File: config.mk
export PLATFORM = sky130hd
export DESIGN_NAME = exc_vec_top
export DESIGN_NICKNAME = d
export VERILOG_FILES = /design/src/rtl/exc_vec_pkg.sv /design/src/rtl/exc_ctrl.sv /design/src/rtl/exc_datapath.sv /design/src/rtl/exc_vec_top.sv
export SDC_FILE = /design/constraint.sdc
export NUM_CORES = 1
export LEC_CHECK = 0
export BUFFER_PORTS_ARGS = -buffer_cell sky130_fd_sc_hd__buf_2
export CAP_MARGIN = 5
export CELL_PAD_IN_SITES_DETAIL_PLACEMENT = 0
export CELL_PAD_IN_SITES_GLOBAL_PLACEMENT = 1
export CORE_ASPECT_RATIO = 0.5
export CORE_MARGIN = 1
export CORE_UTILIZATION = 41
export DETAILED_ROUTE_END_ITERATION = 8
export PLACE_DENSITY_LB_ADDON = 0.1
export SLEW_MARGIN = 20
export SYNTH_ARGS = -nofsm -noshare
export SYNTH_HDL_FRONTEND = slang
export SYNTH_SLANG_ARGS = --single-unit
export TNS_END_PERCENT = 20
File: constraint.sdc
create_clock -name clk -period 22.1 [get_ports clk]
set_clock_uncertainty 0.15 [all_clocks]
set_input_delay 4.42 -clock clk [delete_from_list [all_inputs] [get_ports clk]]
set_output_delay 4.42 -clock clk [all_outputs]
set_load 0.01 [all_outputs]
File: src/rtl/exc_vec_pkg.sv
package exc_vec_pkg;

  typedef enum logic [3:0] {
    EXC_INT    = 4'd0,
    EXC_MOD    = 4'd1,
    EXC_TLBL   = 4'd2,
    EXC_TLBS   = 4'd3,
    EXC_ADEL   = 4'd4,
    EXC_ADES   = 4'd5,
    EXC_NMI    = 4'd6,
    EXC_SRESET = 4'd7,
    EXC_SYS    = 4'd8,
    EXC_BRK    = 4'd9,
    EXC_RI     = 4'd10,
    EXC_CPU    = 4'd11,
    EXC_OV     = 4'd12,
    EXC_TRAP   = 4'd13,
    EXC_CACHE  = 4'd14,
    EXC_DEBUG  = 4'd15
  } excKind_e;

  typedef enum logic [1:0] {
    SAVE_NONE = 2'd0,
    SAVE_EPC  = 2'd1,
    SAVE_ERR  = 2'd2,
    SAVE_DBG  = 2'd3
  } saveDest_e;

  typedef enum logic [2:0] {
    VSEL_GENERAL = 3'd0,
    VSEL_REFILL  = 3'd1,
    VSEL_IRQ     = 3'd2,
    VSEL_CACHE   = 3'd3,
    VSEL_RESET   = 3'd4,
    VSEL_DEBUG   = 3'd5
  } vecSel_e;

  typedef struct packed {
    logic      take;
    saveDest_e dest;
    logic      bdWe;
    logic      bdFromSlot;
    logic      codeWe;
    logic [4:0] code;
    logic      setExl;
    logic      setErlBev;
    logic      enterDebug;
    logic      forceKernel;
    vecSel_e   vecSel;
  } excCtl_t;

  localparam logic [31:0] RESET_VECTOR  = 32'hBFC0_0000;
  localparam logic [31:0] BOOT_GEN_BASE = 32'hBFC0_0200;
  localparam logic [31:0] DEBUG_VECTOR  = 32'hBFC0_0480;
  localparam logic [31:0] OFS_DEFAULT   = 32'h0000_0180;
  localparam logic [31:0] OFS_IRQ       = 32'h0000_0200;
  localparam logic [31:0] OFS_CACHE_BEV = 32'h0000_0100;
  localparam logic [31:0] OFS_CACHE_RUN = 32'h2000_0100;
  localparam logic [4:0]  CODE_CACHE    = 5'd30;

endpackage

File: src/rtl/exc_ctrl.sv
module exc_ctrl
  import exc_vec_pkg::*;
(
  input  logic     excReq,
  input  excKind_e kind,
  input  logic     statusExl,
  input  logic     refillMiss,
  output excCtl_t  ctl
);

  logic isResetClass;
  logic isDebug;
  logic isTlbMiss;

  assign isResetClass = (kind == EXC_NMI) || (kind == EXC_SRESET);
  assign isDebug      = (kind == EXC_DEBUG);
  assign isTlbMiss    = (kind == EXC_TLBL) || (kind == EXC_TLBS);

  always_comb begin
    ctl = '0;
    if (excReq) begin
      ctl.take = 1'b1;
      ctl.bdWe = !statusExl;
      if (isResetClass) begin
        ctl.dest        = SAVE_ERR;
        ctl.setErlBev   = 1'b1;
        ctl.forceKernel = 1'b1;
        ctl.vecSel      = VSEL_RESET;
      end else if (isDebug) begin
        ctl.dest        = SAVE_DBG;
        ctl.enterDebug  = 1'b1;
        ctl.forceKernel = 1'b1;
        ctl.vecSel      = VSEL_DEBUG;
      end else begin
        ctl.dest        = statusExl ? SAVE_NONE : SAVE_EPC;
        ctl.bdFromSlot  = 1'b1;
        ctl.codeWe      = 1'b1;
        ctl.code        = (kind == EXC_CACHE) ? CODE_CACHE : {1'b0, kind};
        ctl.setExl      = !statusExl;
        ctl.forceKernel = !statusExl;
        if (kind == EXC_INT)
          ctl.vecSel = VSEL_IRQ;
        else if (kind == EXC_CACHE)
          ctl.vecSel = VSEL_CACHE;
        else if (isTlbMiss && refillMiss && !statusExl)
          ctl.vecSel = VSEL_REFILL;
        else
          ctl.vecSel = VSEL_GENERAL;
      end
    end
  end

endmodule

File: src/rtl/exc_datapath.sv
module exc_datapath
  import exc_vec_pkg::*;
#(
  parameter int ADDR_W = 32,
  parameter int IRQ_W  = 8,
  parameter int SPC_W  = 5
) (
  input  logic              clk,
  input  logic              rstN,
  input  excCtl_t           ctl,
  input  logic [ADDR_W-1:0] curPc,
  input  logic              isaMode,
  input  logic              inDelaySlot,
  input  logic              delayIs16,
  input  logic              statusBev,
  input  logic              ivBit,
  input  logic              vecIntEn,
  input  logic              vecExtEn,
  input  logic [SPC_W-1:0]  vecSpacing,
  input  logic [IRQ_W-1:0]  irqPending,
  input  logic [IRQ_W-1:0]  irqMask,
  input  logic [ADDR_W-1:0] ebase,
  output logic              updValid,
  output logic [ADDR_W-1:0] newPc,
  output logic [1:0]        saveDest,
  output logic [ADDR_W-1:0] savedPc,
  output logic              causeBdWe,
  output logic              causeBd,
  output logic              excCodeWe,
  output logic [4:0]        excCode,
  output logic              setExl,
  output logic              setErlBev,
  output logic              enterDebug,
  output logic              forceKernel
);

  localparam int BASE_CLR = 10;

  function automatic logic [IRQ_W-1:0] topLine(input logic [IRQ_W-1:0] lines);
    logic [IRQ_W-1:0] idx;
    idx = '0;
    for (int i = 1; i < IRQ_W; i++)
      if (lines[i]) idx = IRQ_W'(i);
    return idx;
  endfunction

  logic [IRQ_W-1:0]  irqLive;
  logic [IRQ_W-1:0]  vecNum;
  logic [ADDR_W-1:0] spacingBytes;
  logic [ADDR_W-1:0] irqOffset;
  logic [ADDR_W-1:0] genBase;
  logic [ADDR_W-1:0] handlerPc;
  logic [ADDR_W-1:0] retAddr;
  logic [ADDR_W-1:0] slotBackup;

  assign irqLive      = irqPending & irqMask;
  assign vecNum       = vecIntEn ? topLine(irqLive) : irqLive;
  assign spacingBytes = ADDR_W'({vecSpacing, 5'b0});

  always_comb begin
    if (vecIntEn || vecExtEn)
      irqOffset = ADDR_W'(OFS_IRQ) + ADDR_W'(vecNum) * spacingBytes;
    else if (ivBit)
      irqOffset = ADDR_W'(OFS_IRQ);
    else
      irqOffset = ADDR_W'(OFS_DEFAULT);
  end

  assign genBase = statusBev ? ADDR_W'(BOOT_GEN_BASE)
                             : {ebase[ADDR_W-1:BASE_CLR], {BASE_CLR{1'b0}}};

  always_comb begin
    case (ctl.vecSel)
      VSEL_REFILL: handlerPc = genBase;
      VSEL_IRQ:    handlerPc = genBase + irqOffset;
      VSEL_CACHE:  handlerPc = genBase + (statusBev ? ADDR_W'(OFS_CACHE_BEV)
                                                    : ADDR_W'(OFS_CACHE_RUN));
      VSEL_RESET:  handlerPc = ADDR_W'(RESET_VECTOR);
      VSEL_DEBUG:  handlerPc = ADDR_W'(DEBUG_VECTOR);
      default:     handlerPc = genBase + ADDR_W'(OFS_DEFAULT);
    endcase
  end

  assign slotBackup = !inDelaySlot ? '0 : (delayIs16 ? ADDR_W'(2) : ADDR_W'(4));
  assign retAddr    = (curPc | ADDR_W'(isaMode)) - slotBackup;

  always_ff @(posedge clk) begin
    if (!rstN) begin
      updValid    <= 1'b0;
      newPc       <= '0;
      saveDest    <= SAVE_NONE;
      savedPc     <= '0;
      causeBdWe   <= 1'b0;
      causeBd     <= 1'b0;
      excCodeWe   <= 1'b0;
      excCode     <= '0;
      setExl      <= 1'b0;
      setErlBev   <= 1'b0;
      enterDebug  <= 1'b0;
      forceKernel <= 1'b0;
    end else begin
      updValid    <= ctl.take;
      saveDest    <= ctl.dest;
      causeBdWe   <= ctl.bdWe;
      excCodeWe   <= ctl.codeWe;
      setExl      <= ctl.setExl;
      setErlBev   <= ctl.setErlBev;
      enterDebug  <= ctl.enterDebug;
      forceKernel <= ctl.forceKernel;
      if (ctl.take)                newPc   <= handlerPc;
      if (ctl.dest != SAVE_NONE)   savedPc <= retAddr;
      if (ctl.bdWe)                causeBd <= ctl.bdFromSlot & inDelaySlot;
      if (ctl.codeWe)              excCode <= ctl.code;
    end
  end

  AST_RET_NO_SLOT: assert property (@(posedge clk) disable iff (!rstN)
    ctl.take && (ctl.dest != SAVE_NONE) && !inDelaySlot
      |=> savedPc == ($past(curPc) | ADDR_W'($past(isaMode))));

  AST_RESET_TARGET: assert property (@(posedge clk) disable iff (!rstN)
    ctl.take && (ctl.vecSel == VSEL_RESET) |=> newPc == ADDR_W'(RESET_VECTOR));

  AST_DEBUG_TARGET: assert property (@(posedge clk) disable iff (!rstN)
    ctl.take && (ctl.vecSel == VSEL_DEBUG) |=> newPc == ADDR_W'(DEBUG_VECTOR));

  AST_WORD_ALIGNED: assert property (@(posedge clk) disable iff (!rstN)
    updValid |-> newPc[1:0] == 2'b00);

endmodule

File: src/rtl/exc_vec_top.sv
module exc_vec_top
  import exc_vec_pkg::*;
#(
  parameter int ADDR_W = 32,
  parameter int IRQ_W  = 8,
  parameter int SPC_W  = 5
) (
  input  logic              clk,
  input  logic              rstN,
  input  logic              excReq,
  input  logic [3:0]        excKind,
  input  logic [ADDR_W-1:0] curPc,
  input  logic              isaMode,
  input  logic              inDelaySlot,
  input  logic              delayIs16,
  input  logic              statusExl,
  input  logic              statusBev,
  input  logic              refillMiss,
  input  logic              ivBit,
  input  logic              vecIntEn,
  input  logic              vecExtEn,
  input  logic [SPC_W-1:0]  vecSpacing,
  input  logic [IRQ_W-1:0]  irqPending,
  input  logic [IRQ_W-1:0]  irqMask,
  input  logic [ADDR_W-1:0] ebase,
  output logic              updValid,
  output logic [ADDR_W-1:0] newPc,
  output logic [1:0]        saveDest,
  output logic [ADDR_W-1:0] savedPc,
  output logic              causeBdWe,
  output logic              causeBd,
  output logic              excCodeWe,
  output logic [4:0]        excCode,
  output logic              setExl,
  output logic              setErlBev,
  output logic              enterDebug,
  output logic              forceKernel
);

  excCtl_t ctlBus;

  exc_ctrl uCtrl (
    .excReq     (excReq),
    .kind       (excKind_e'(excKind)),
    .statusExl  (statusExl),
    .refillMiss (refillMiss),
    .ctl        (ctlBus)
  );

  exc_datapath #(.ADDR_W(ADDR_W), .IRQ_W(IRQ_W), .SPC_W(SPC_W)) uPath (
    .clk         (clk),
    .rstN        (rstN),
    .ctl         (ctlBus),
    .curPc       (curPc),
    .isaMode     (isaMode),
    .inDelaySlot (inDelaySlot),
    .delayIs16   (delayIs16),
    .statusBev   (statusBev),
    .ivBit       (ivBit),
    .vecIntEn    (vecIntEn),
    .vecExtEn    (vecExtEn),
    .vecSpacing  (vecSpacing),
    .irqPending  (irqPending),
    .irqMask     (irqMask),
    .ebase       (ebase),
    .updValid    (updValid),
    .newPc       (newPc),
    .saveDest    (saveDest),
    .savedPc     (savedPc),
    .causeBdWe   (causeBdWe),
    .causeBd     (causeBd),
    .excCodeWe   (excCodeWe),
    .excCode     (excCode),
    .setExl      (setExl),
    .setErlBev   (setErlBev),
    .enterDebug  (enterDebug),
    .forceKernel (forceKernel)
  );

  AST_EXL_GUARD: assert property (@(posedge clk) disable iff (!rstN)
    excReq && statusExl |=> !setExl && (saveDest != 2'd1) && !causeBdWe);

  AST_PULSE_ON: assert property (@(posedge clk) disable iff (!rstN)
    excReq |=> updValid);

  AST_PULSE_OFF: assert property (@(posedge clk) disable iff (!rstN)
    !excReq |=> !updValid && $stable(newPc) && $stable(excCode));

  AST_ONE_CLASS: assert property (@(posedge clk) disable iff (!rstN)
    $onehot0({setExl, setErlBev, enterDebug}));

endmodule

# ---- After elaboration in Yosys (flattened, before gate mapping)
# Index checks and enable logic that the tools add are counted.
dict set report op_classes {
  addsub 5
  n_mul 1
  n_div 0
  order_cmp 0
  n_eq_ne 11
  shifts 0
  muxes 30
  n_bitwise 5
  n_reduce_logical 11
}
# cell count
set op_table {}
lappend op_table {{$pmux 32 s5} 1}
lappend op_table {{$mux 32} 3}
lappend op_table {{$add 32x32->32} 2}
lappend op_table {{$add 10x32->32 const A} 1}
lappend op_table {{$add 32x9->32 const B} 1}
lappend op_table {{$or 32x1->32} 1}
lappend op_table {{$sub 32x32->32} 1}
lappend op_table {{$mux 30} 1}
lappend op_table {{$mux 8} 3}
lappend op_table {{$mux 18} 1}
lappend op_table {{$mux 3} 6}
lappend op_table {{$mul 8x5->13} 1}
lappend op_table {{$mux 10} 1}
lappend op_table {{$mux 2} 5}
lappend op_table {{$and 8x8->8} 1}
lappend op_table {{$eq 4x2->1 const B} 2}
lappend op_table {{$eq 4x3->1 const B} 2}
lappend op_table {{$eq 4x4->1 const B} 2}
lappend op_table {{$mux 4} 2}
lappend op_table {{$eq 3x2->1 const B} 2}
lappend op_table {{$eq 3x3->1 const B} 2}
lappend op_table {{$mux 1} 6}
lappend op_table {{$mux 5} 1}
lappend op_table {{$logic_not 4->1} 1}
lappend op_table {{other kinds (10)} 14}
dict set report totals {
  register_bits 79
  latch_bits 0
  ramBits 0
  romBits 0
  in_bits 101
  output_inout_bits 79
  wordCells 75
  memories 0
}

# ---- Depth between registers and ports, before layout
dict set report logic_depth {
  ltp_word 14
  depth_mapped 28
}

# ---- Hierarchy
# Synthesis repeated with hierarchy kept, for this count alone.
dict set report hier_totals {
  cells_unflattened 765
  hier_area_um2 6095.8
}
# module n_inst cells_per_inst area_each_um2 seq_area_each_um2
set modules_own_cells {}
lappend modules_own_cells {exc_datapath 1 730 5876.9 1481.4}
lappend modules_own_cells {exc_ctrl 1 35 219.0 0.0}

# ---- Worst setup path before layout
# OpenSTA, ideal clock, no wires.
dict set report synth_path {
  path_type {input port to flip-flop}
  startpoint {input port irqPending[2]}
  endpoint {register uPath.newPc[26]}
  setup_time_ps 74
  arrival_ps 10098
  required_ps 21876
  setup_slack_ps 11778
  cell_stages 26
  path_buffers 0
  path_cell_list {nand2_1 > nand3_1 > a21boi_0 > o21ai_0 > a31oi_1 > nand2_1 > fa_1 > fa_1 > fa_1 > inv_1 > ha_1 > a211oi_2 > or4b_1 > o2111ai_2 > nand2_2 > or3_4 > o31ai_2 > nor3b_1 > ha_1 > and3_1 > nand3_1 > nor3_1 > nand3b_1 > o21ai_0 > o221ai_1 > a31oi_1}
}
dict set report synth_between {
  elab_chain_len 13
}
# item line
set synth_lines {}
lappend synth_lines {{start, declared} exc_vec_top.sv:23} ;# input logic [IRQ_W-1:0] irqPending,
lappend synth_lines {{$and 8x8->8 (*)} exc_datapath.sv:56} ;# assign irqLive = irqPending & irqMask;
lappend synth_lines {{$mux 2 (2 in a row)} exc_datapath.sv:43} ;# if (lines[i]) idx = IRQ_W'(i);
lappend synth_lines {{$mux 3 (4 in a row)} exc_datapath.sv:43}
lappend synth_lines {{$mux 8 (*)} exc_datapath.sv:57} ;# assign vecNum = vecIntEn ? topLine(irqLive) : irqLive;
lappend synth_lines {{$mul 8x5->13 (*)} exc_datapath.sv:62} ;# irqOffset = ADDR_W'(OFS_IRQ) + ADDR_W'(vecNum) * spacingBytes;
lappend synth_lines {{$add 10x32->32 (*)} exc_datapath.sv:62}
lappend synth_lines {{$mux 32 (*)} exc_datapath.sv:61} ;# if (vecIntEn || vecExtEn)
lappend synth_lines {{$add 32x32->32 (*)} exc_datapath.sv:75} ;# VSEL_IRQ: handlerPc = genBase + irqOffset;
lappend synth_lines {{$pmux 32 s5 (*)} exc_datapath.sv:73} ;# case (ctl.vecSel)
lappend synth_lines {{end signal, assigned} exc_datapath.sv:110} ;# if (ctl.take) newPc <= handlerPc;
lappend synth_lines {{end, declared} exc_datapath.sv:24} ;# output logic [ADDR_W-1:0] newPc,
# Every way passes the cells marked *; elsewhere a longest branch is shown, timed or not.
# A chain may end at the register's enable or synchronous reset.

# ---- Worst setup path after layout
dict set report layout_path {
  startpoint {input port irqPending[2]}
  endpoint {register uPath.newPc[20]}
}
# Same word-level chain as after synthesis.

==> metrics.yaml <==
fmax_mhz: 89.8
grt_pass1_wl_mm: 26.7
syn-mean-instance-area_um2: 7.90
arrival_ns: 11.21
combPwrFrac_pct: 32.9
place.gp.congestion: 0.837
final_core_util_pct: 52.0
switching_share_pct: 33.8
grt_pass1_vias: 5449
cts_tree: "yes"
rsz0062_at_grt: "false"
diodes: 0
ir_drop_mv: 0.0386
multi_input_area_um2: 4120
power_density_nw_per_um2: 62.3
dr.pass1.iters: 4
ctsResizeCount: 0
place_ws_ns: 10.67
ys_seq_elements: 74
mostFrequentLayoutCell: "buf_2"
core_um2: 13800
critPathKind: "primary input to flip-flop"
tightest_slew_ns: 0.882
syn-instance-count: 745
cp-end-kind: "flip-flop"
rows: 30
yosys_warnings: 0
port_buffers: 164
cts_made_buffers: 9
power.share.clock_pct: 34.2
yosys_most_used_dff: "dfxtp_1"
ctsLongestPathBuffers: 2
drive_gt1_share_pct: 22.6
cts_sinks: 74
synth_enable_flop_cells: 0
setup_viol: 0
postCtsSetupRepairBufs: 0
grt_overflow: 0
synthArstFlopShare_pct: 0
grt_max_degree: 66
antenna_found_initial: 0
hold_violations: 0
yosysUniqueCellTypes: 70
drc: 0
p_sw_uw: 151
routed_wl_mm: 16.3
p_leak_uw: 0.00343
tns_ns: 0
drt_iter0_markers: 240
io-pin-count: 180
finalCriticalPeriod_ns: 11.14
ctsRootBufferMaster: "clkbuf_16"
dp_hpwl_mm: 12.4
nFillCells: 1400
clk_latency_ns: 0.33
mostFrequentLayoutCells: "buf_2 (164), nand2_1 (80), dfxtp_1 (74)"
maxCapViolations: 0
ctsHoldBuffers: 0
outcome: "finished clean"
dieArea_um2: 14900
finalMaxSlewViolations: 0
clk_pin_slew_worst_paths_ns: 0.06
finalWorstSetupSlack_ns: 10.96
syn2layout_area_growth_pct: 21.6
die_h_um: 86.7
worst_slew_margin_rel_pct: 41.0
initial_utilization_pct: 42.7
postRouteAntennaNets: 0
vias_per_cell: 5.25
worstPathRequired_ns: 22.17
power_frac_seq_pct: 32.9
p_int_uw: 295
htree_levels: 3
cp-start-kind: "primary input"
grt.total_usage_pct: 22.4
finalCritPeriodShare_pct: 50.4
synth_seq_area_share_pct: 25.2
die_x_um: 171
netlist_area_um2: 5890
nNetsFinal: 1050
wire_per_inst_um: 15.0
vias: 5727
worstPathMaxFanout: 6
worstHoldPathType: "flip-flop to flip-flop"
register_area_um2: 1480
[area by class of cell]
class                           count  area share, %
Clock inverter                      5          0.874
Inverter                           44           2.31
Timing Repair Buffer              168           11.9
Clock buffer                       11           3.39
Sequential cell                    74           20.7
Tap cell                          192           3.36
Multi-Input combinational cell    596           57.5
[final timing paths]
path / depth (start not counted) / slack, ns / to / startpoint
setup / recovery: 27 / 10.96 / uPath.newPc[20]$_SDFFE_PN0P_ / irqPending[2]
setup reg to reg: 2 / 21.07 / uPath.newPc[20]$_SDFFE_PN0P_ / uPath.newPc[20]$_SDFFE_PN0P_
hold reg to reg: 2 / 0.32 / uPath.newPc[5]$_SDFFE_PN0P_ / uPath.newPc[5]$_SDFFE_PN0P_
hold / removal: 2 / 0.32 / uPath.newPc[5]$_SDFFE_PN0P_ / uPath.newPc[5]$_SDFFE_PN0P_
[sequential cells by signal, indices dropped and copies added, names as in the netlist]
signal and flops:
uPath.updValid 1, uPath.newPc 27, uPath.excCodeWe 1, uPath.setExl 1, uPath.excCode 5, uPath.causeBdWe 1, uPath.saveDest 2, uPath.forceKernel 1
uPath.savedPc 32, uPath.causeBd 1, uPath.enterDebug 1, uPath.setErlBev 1
[critical path, stage by stage]
cell and delay (ns):
buf_2 0.10, nand2_1 0.09, nand3_1 0.08, a21boi_0 0.19, o21ai_0 0.11, a31oi_1 0.51
nand2_1 0.18, fa_1 0.54, fa_1 0.53, fa_1 0.55, inv_1 0.04, ha_1 0.24
a211oi_1 0.54, o21ai_0 0.26, a41oi_1 0.29, xnor2_1 0.19, inv_1 0.12, o31ai_2 0.23
nor3b_1 0.31, ha_1 0.31, and3_1 0.24, nand3_1 0.09, nor3_1 0.04, nand3b_1 0.32
o21ai_0 0.31, xor2_1 0.10, o41ai_1 0.27
[synthesized netlist by cell type, types with 10 or more instances]
library cell | instances | area (um^2)
nand2_1 | 80 | 300
dfxtp_1 | 74 | 1480
nor2_1 | 64 | 240
o21ai_0 | 55 | 275
a21oi_1 | 47 | 235
inv_1 | 43 | 161
ha_1 | 36 | 450
xnor2_1 | 29 | 254
and2_1 | 27 | 169
clkbuf_1 | 23 | 86.3
nand3_1 | 21 | 105
fa_1 | 20 | 400
o211a_1 | 20 | 200
xor2_1 | 19 | 166
nor2b_1 | 18 | 113
nor3_1 | 15 | 75.1
a31oi_1 | 10 | 62.6
[metal layers]
layer	global-route usage (%)	up-vias	part of all wire (%)
met5	0	-	0
met2	39.3	106	48
li1	-	2919	-
met1	27.9	2689	46
met3	5.89	13	5.5
met4	3.90	0	0.67
[kinds of logic after synthesis]
kind of cell	Yosys count	share of synthesized area [%]
XOR/XNOR	48	7.14
AND/OR/NAND/NOR	282	24.3
adder cells (fa/ha/maj)	56	14.5
other	1	0.0637
AO/OA/AOI/OAI	204	23.3
flip-flops	74	25.2
buffers and inverters	79	5.42
multiplexers	1	0.170
[stage by stage]
stage               hold WS (ns)  total power, uW  cell area, um^2  std cells
global placement           0.302              294             6850       1074
CTS                        0.318              449             7160       1090
detailed placement         0.309              296             6850       1074
finish                     0.316              446             7160       1090
floorplan                  0.336              252             5900        749
global route               0.327              473             7160       1090
[power groups by stage]
stage                     Sequential [uW]  Clock, uW  Combinational (uW)
after detailed placement              149          0                 147
after global placement                149          0                 145
after CTS                             147        155                 148
final                                 147        153                 147
after floorplan                       154          0                98.3
after global routing                  148        159                 166
Power figures use the tool's default switching activity.
